### src/rtl/reorder_pkg.sv
package reorder_pkg;

  typedef enum logic [1:0] {
    KIND_ALU    = 2'd0,
    KIND_LOAD   = 2'd1,
    KIND_STORE  = 2'd2,
    KIND_BRANCH = 2'd3
  } instrKind_e;

  // strobes from control to the entry store
  typedef struct packed {
    logic alloc;
    logic retire;
    logic discard;
  } robStrobe_t;

  function automatic logic kindWritesReg(instrKind_e k);
    return (k == KIND_ALU) || (k == KIND_LOAD);
  endfunction

endpackage

### src/rtl/reorder_ctrl.sv
module reorder_ctrl
  import reorder_pkg::*;
#(
  parameter int DEPTH = 8,
  localparam int IDX_W = $clog2(DEPTH)
) (
  input  logic             clk,
  input  logic             rstN,
  input  logic             allocReq,
  input  logic             flushIn,
  input  logic             headReady,
  input  logic             headExc,
  output robStrobe_t       strb,
  output logic [IDX_W-1:0] allocSlot,
  output logic [IDX_W-1:0] headSlot,
  output logic             allocReady,
  output logic             commitFire,
  output logic             excFire,
  output logic             robEmpty,
  output logic             robFull
);

  // pointers carry one extra wrap bit to tell full from empty
  logic [IDX_W:0] headPtr;
  logic [IDX_W:0] tailPtr;
  logic           headDone;
  logic           discardAll;
  logic           allocFire;

  assign robEmpty   = (headPtr == tailPtr);
  assign robFull    = (headPtr[IDX_W] != tailPtr[IDX_W]) &&
                      (headPtr[IDX_W-1:0] == tailPtr[IDX_W-1:0]);
  assign headDone   = !robEmpty && headReady;
  assign commitFire = headDone && !flushIn && !headExc;
  assign excFire    = headDone && !flushIn && headExc;
  assign discardAll = flushIn || excFire;
  assign allocReady = !discardAll && (!robFull || commitFire);
  assign allocFire  = allocReq && allocReady;

  assign allocSlot  = tailPtr[IDX_W-1:0];
  assign headSlot   = headPtr[IDX_W-1:0];

  assign strb.alloc   = allocFire;
  assign strb.retire  = commitFire;
  assign strb.discard = discardAll;

  always_ff @(posedge clk) begin
    if (!rstN) begin
      headPtr <= '0;
      tailPtr <= '0;
    end else if (discardAll) begin
      headPtr <= '0;
      tailPtr <= '0;
    end else begin
      if (commitFire) headPtr <= headPtr + 1'b1;
      if (allocFire)  tailPtr <= tailPtr + 1'b1;
    end
  end

endmodule

### src/rtl/reorder_store.sv
module reorder_store
  import reorder_pkg::*;
#(
  parameter int DEPTH  = 8,
  parameter int DATA_W = 32,
  parameter int REG_W  = 5,
  parameter int NUM_WB = 2,
  localparam int IDX_W = $clog2(DEPTH)
) (
  input  logic                     clk,
  input  logic                     rstN,
  input  robStrobe_t               strb,
  input  logic [IDX_W-1:0]         allocSlot,
  input  logic [IDX_W-1:0]         headSlot,
  input  instrKind_e               allocKind,
  input  logic [REG_W-1:0]         allocDest,
  input  logic [NUM_WB-1:0]        wbValid,
  input  logic [NUM_WB*IDX_W-1:0]  wbIdx,
  input  logic [NUM_WB*DATA_W-1:0] wbData,
  input  logic [NUM_WB-1:0]        wbExc,
  output logic                     headReady,
  output logic                     headExc,
  output instrKind_e               headKind,
  output logic [REG_W-1:0]         headDest,
  output logic [DATA_W-1:0]        headData
);

  logic              entValid [DEPTH];
  logic              entReady [DEPTH];
  logic              entExc   [DEPTH];
  instrKind_e        entKind  [DEPTH];
  logic [REG_W-1:0]  entDest  [DEPTH];
  logic [DATA_W-1:0] entData  [DEPTH];

  logic [IDX_W-1:0]  wbSlot [NUM_WB];
  logic [DATA_W-1:0] wbVal  [NUM_WB];

  for (genvar g = 0; g < NUM_WB; g++) begin : gUnpack
    assign wbSlot[g] = wbIdx[g*IDX_W +: IDX_W];
    assign wbVal[g]  = wbData[g*DATA_W +: DATA_W];
  end

  // later writes in this block take priority: writeback, then retire, then allocate
  always_ff @(posedge clk) begin
    if (!rstN) begin
      for (int i = 0; i < DEPTH; i++) begin
        entValid[i] <= 1'b0;
        entReady[i] <= 1'b0;
        entExc[i]   <= 1'b0;
        entKind[i]  <= KIND_ALU;
        entDest[i]  <= '0;
        entData[i]  <= '0;
      end
    end else if (strb.discard) begin
      for (int i = 0; i < DEPTH; i++) begin
        entValid[i] <= 1'b0;
        entReady[i] <= 1'b0;
        entExc[i]   <= 1'b0;
      end
    end else begin
      for (int p = 0; p < NUM_WB; p++) begin
        if (wbValid[p] && entValid[wbSlot[p]]) begin
          entReady[wbSlot[p]] <= 1'b1;
          entExc[wbSlot[p]]   <= wbExc[p];
          entData[wbSlot[p]]  <= wbVal[p];
        end
      end
      if (strb.retire) begin
        entValid[headSlot] <= 1'b0;
        entReady[headSlot] <= 1'b0;
      end
      if (strb.alloc) begin
        entValid[allocSlot] <= 1'b1;
        entReady[allocSlot] <= 1'b0;
        entExc[allocSlot]   <= 1'b0;
        entKind[allocSlot]  <= allocKind;
        entDest[allocSlot]  <= allocDest;
      end
    end
  end

  assign headReady = entValid[headSlot] && entReady[headSlot];
  assign headExc   = entExc[headSlot];
  assign headKind  = entKind[headSlot];
  assign headDest  = entDest[headSlot];
  assign headData  = entData[headSlot];

endmodule

### src/rtl/reorder_buffer.sv
module reorder_buffer
  import reorder_pkg::*;
#(
  parameter int DEPTH  = 8,
  parameter int DATA_W = 32,
  parameter int REG_W  = 5,
  parameter int NUM_WB = 2,
  localparam int IDX_W = $clog2(DEPTH)
) (
  input  logic                     clk,
  input  logic                     rstN,
  input  logic                     allocReq,
  input  logic [1:0]               allocKind,
  input  logic [REG_W-1:0]         allocDest,
  output logic                     allocReady,
  output logic [IDX_W-1:0]         allocIdx,
  input  logic [NUM_WB-1:0]        wbValid,
  input  logic [NUM_WB*IDX_W-1:0]  wbIdx,
  input  logic [NUM_WB*DATA_W-1:0] wbData,
  input  logic [NUM_WB-1:0]        wbExc,
  input  logic                     flushIn,
  output logic                     robEmpty,
  output logic                     robFull,
  output logic                     commitValid,
  output logic [IDX_W-1:0]         commitIdx,
  output logic [1:0]               commitKind,
  output logic                     rfWe,
  output logic [REG_W-1:0]         rfAddr,
  output logic [DATA_W-1:0]        rfData,
  output logic                     excRaise
);

  robStrobe_t       strb;
  logic [IDX_W-1:0] headSlot;
  logic             headReady;
  logic             headExc;
  instrKind_e       headKind;
  logic             commitFire;

  reorder_ctrl #(.DEPTH(DEPTH)) ctrl_i (
    .clk       (clk),
    .rstN      (rstN),
    .allocReq  (allocReq),
    .flushIn   (flushIn),
    .headReady (headReady),
    .headExc   (headExc),
    .strb      (strb),
    .allocSlot (allocIdx),
    .headSlot  (headSlot),
    .allocReady(allocReady),
    .commitFire(commitFire),
    .excFire   (excRaise),
    .robEmpty  (robEmpty),
    .robFull   (robFull)
  );

  reorder_store #(
    .DEPTH (DEPTH),
    .DATA_W(DATA_W),
    .REG_W (REG_W),
    .NUM_WB(NUM_WB)
  ) store_i (
    .clk      (clk),
    .rstN     (rstN),
    .strb     (strb),
    .allocSlot(allocIdx),
    .headSlot (headSlot),
    .allocKind(instrKind_e'(allocKind)),
    .allocDest(allocDest),
    .wbValid  (wbValid),
    .wbIdx    (wbIdx),
    .wbData   (wbData),
    .wbExc    (wbExc),
    .headReady(headReady),
    .headExc  (headExc),
    .headKind (headKind),
    .headDest (rfAddr),
    .headData (rfData)
  );

  assign commitValid = commitFire;
  assign commitIdx   = headSlot;
  assign commitKind  = headKind;
  assign rfWe        = commitFire && kindWritesReg(headKind);

endmodule

### config.mk
export PLATFORM = sky130hd
export DESIGN_NAME = reorder_buffer
export DESIGN_NICKNAME = d
export VERILOG_FILES = /design/src/rtl/reorder_pkg.sv /design/src/rtl/reorder_ctrl.sv /design/src/rtl/reorder_store.sv /design/src/rtl/reorder_buffer.sv
export SDC_FILE = /design/constraint.sdc
export NUM_CORES = 1
export LEC_CHECK = 0
export BUFFER_PORTS_ARGS = -buffer_cell sky130_fd_sc_hd__clkbuf_2
export CAP_MARGIN = 0
export CORE_MARGIN = 2
export CORE_UTILIZATION = 40
export CTS_CLUSTER_DIAMETER = 150
export CTS_CLUSTER_SIZE = 40
export DETAILED_ROUTE_END_ITERATION = 10
export SYNTH_ARGS = -nofsm -noshare
export SYNTH_HDL_FRONTEND = slang
export SYNTH_HIERARCHICAL = 1
export SYNTH_SLANG_ARGS = --single-unit
### constraint.sdc
create_clock -name clk -period 5.38 [get_ports clk]
set_input_delay 1.076 -clock clk [delete_from_list [all_inputs] [get_ports clk]]
set_output_delay 1.076 -clock clk [all_outputs]
set_load 0.005 [all_outputs]
==> reports/metrics.yaml <==
clock_tree:
  post-cts-setup-buffers: 0
  htreeDepth: 1
  clk_pin_slew_ps: 150
  postCtsHoldBufs: 0
  numCtsBuffers: 12
  cts_root_buf: "clkbuf_16"
  cts_tree: "built"
  ctsResizeCount: 0
  clock_path_buffers: 3
  cts_sinks: 344
  insertion_delay_ps: 550
route:
  wl_per_cell_um: 26.1
  ant_nets: 0
  first_iter_violations: 1736
  drt-total-wl_mm: 61.8
  drc: 0
  first_pass_iters: 5
  via_count: 14300
  via_per_inst: 6.06
sta:
  fin_hold_ws_ps: 496
  finalCritPeriodShare: 0.873
  fin_setup_tns_ps: 0
  clock.fmax_mhz: 213
  setup_viol: 0
  post-route-min-period_ps: 4690
  skew_ps: 44.2
  worstMarginPinSlew_ps: 1040
  slew_headroom: 0.302
  worst_slack_ps: 686
  rsz0062_at_grt: "false"
  slew_violations: 0
  hold_viol: 0
synthesis:
  syn_avg_cell_area_um2: 10.2
  ys_seq_elements: 344
  ys_warn_count: 6
  netlist-cell-type-count: 67
  syn-cell-area_um2: 17900
  postSynthCellCount: 1756
  syn-num-nets: 1843
  async_flop_share: 0
  yosysSeqAreaShare: 0.561
  synth-edff-count: 312
  synth_ff_type: "edfxtp_1"
global_route:
  grt_pass1_vias: 13900
  antenna_found_initial: 2
  grt_first_pass_wirelength_mm: 91.6
  grt_usage: 0.262
  grt_max_degree: 67
  gr-total-overflow: 0
final_layout:
  layout-drive-gt1-share: 0.163
  fin_nets: 1855
  layout_common_cells: "nand2_1 (441), edfxtp_1 (312), clkbuf_2 (135)"
  final_common_cell: "nand2_1"
  stdcell_area_um2: 19400
  area_growth_pct: 8.61
critical_path:
  endpoint_kind: "register"
  path_buf_inv: 1
  path_delay_family: "simple AND/OR/NAND/NOR gates"
  crit_path_cell_trace: "mux4_2 > mux2i_1 > a31oi_1 > and2_1 > o41ai_2 > nand2b_1 > nor2b_1 > nand3_1 > nor2_4 > nor2_1 > nand2_2 > buf_12"
  cp_max_fo: 33
  cp-start-kind: "register"
  cpMaxStageDelayCell: "nor2_4"
  critical-path-max-stage-delay_ps: 860
  cp.arrival_ps: 4930
  cp.required_ps: 5620
  critPathKind: "register to register"
floorplanning:
  initial_core_util: 0.405
  die_x_um: 215
  die_area_um2: 46300
  die-height_um: 215
  io_pins: 136
  core_region_area_um2: 44100
  rows: 77
outcome:
  outcome: "completed"
place:
  pre_cts_ws_ps: 801
  hpwl_mm: 38.0
  gp_congestion: 0.922
  io_buffers: 135
  place_area_um2: 19000
power_and_ir_drop:
  power.leakage_uw: 0.00711
  powerDensity_nw_per_um2: 236
  total_power_uw: 4570
  ir_drop_mv: 0.193
worst_hold_path:
  hp-class: "register to register"
flow_run:
  cap_violations: 0
Yosys cell counts, drive strengths merged, types with 4 or more instances:
cell type | n | area (um2)
a211oi | 4 | 30.0
a21oi | 20 | 100
a221oi | 18 | 158
a222oi | 21 | 210
a22o | 87 | 762
a22oi | 69 | 518
a31o | 10 | 87.6
a31oi | 4 | 25.0
and2 | 64 | 400
buf | 105 | 591
clkbuf | 100 | 377
dfxtp | 32 | 641
edfxtp | 312 | 9370
inv | 8 | 30.0
mux2 | 14 | 161
mux2i | 27 | 270
nand2 | 449 | 1690
nand2b | 13 | 81.3
nand3 | 128 | 641
nand3b | 6 | 45.0
nor2 | 38 | 143
nor2b | 9 | 71.3
nor3 | 14 | 75.1
nor3b | 5 | 42.5
o2111a | 4 | 45.0
o211a | 11 | 110
o211ai | 7 | 52.6
o21ai | 119 | 596
o311ai | 4 | 35.0
or3 | 8 | 51.3
or4 | 5 | 41.3
xor2 | 4 | 57.6
through the flow:
| stage | util | instances |
|---|---|---|
| 6_report | 0.439 | 2367 |
| 5_1_grt | 0.439 | 2367 |
| 4_1_cts | 0.439 | 2366 |
| 3_5_place_dp | 0.431 | 2346 |
| 3_3_place_gp | 0.431 | 2346 |
| 2_1_floorplan | - | 1756 |
tightest hold or removal path, cell delays in order (launching register included):
cell      delay [ps]
dfxtp_1          350
nand2_1           60
a221oi_1          60
sequential cells by signal (all words and copies together) (netlist names):
register          flops
store_i/entDest      40
ctrl_i/tailPtr        4
store_i/entReady      8
store_i/entValid      8
ctrl_i/headPtr        4
store_i/entData     256
store_i/entKind      16
store_i/entExc        8
report_power, final:
part	leakage [uW]	switching, uW	internal [uW]
Clock	0.000175	826	465
Sequential	0.00347	27.1	2980
Combinational	0.00347	200	73.2
Total	0.00711	1050	3520
path summary, 6_finish.rpt:
kind	to	cells past startpoint	slack (ps)	from
max	store_i/entData[5][7]$_DFFE_PP_	12	690	ctrl_i/headPtr[2]$_SDFFE_PP0P_
min	store_i/entReady[6]$_SDFF_PP0_	2	500	store_i/entReady[6]$_SDFF_PP0_
max reg2reg	store_i/entData[5][7]$_DFFE_PP_	12	690	ctrl_i/headPtr[2]$_SDFFE_PP0P_
min reg2reg	store_i/entReady[6]$_SDFF_PP0_	2	500	store_i/entReady[6]$_SDFF_PP0_
layer usage:
metal  vias to the layer above  GRT usage  routed length (um)
met3                       135     0.0341                5180
met5                         -          0                  11
met2                       745      0.425               28600
met1                      7077      0.362               25600
li1                       6384          -                   -
met4                         2     0.0926                2360
cell families after synthesis:
group                    count (synthesis)  share of synthesized area
multiplexers                            43                     0.0267
adder cells (fa/ha/maj)                  2                    0.00140
XOR/XNOR                                 7                    0.00470
buffers and inverters                  213                     0.0559
AND/OR/NAND/NOR                        747                      0.187
flip-flops                             344                      0.561
AO/OA/AOI/OAI                          400                      0.164
final cells by class:
cell class | instances | area, um2
multi-input cells | 1199 | 6990
inverters | 8 | 30.0
clock buffers | 19 | 348
diodes | 1 | 2.50
repair buffers | 203 | 1250
flip-flops and latches | 344 | 10000
clock inverters | 1 | 16.3
well taps | 592 | 741
fillers | 4226 | 24700
(Power assumes the default switching activity.)
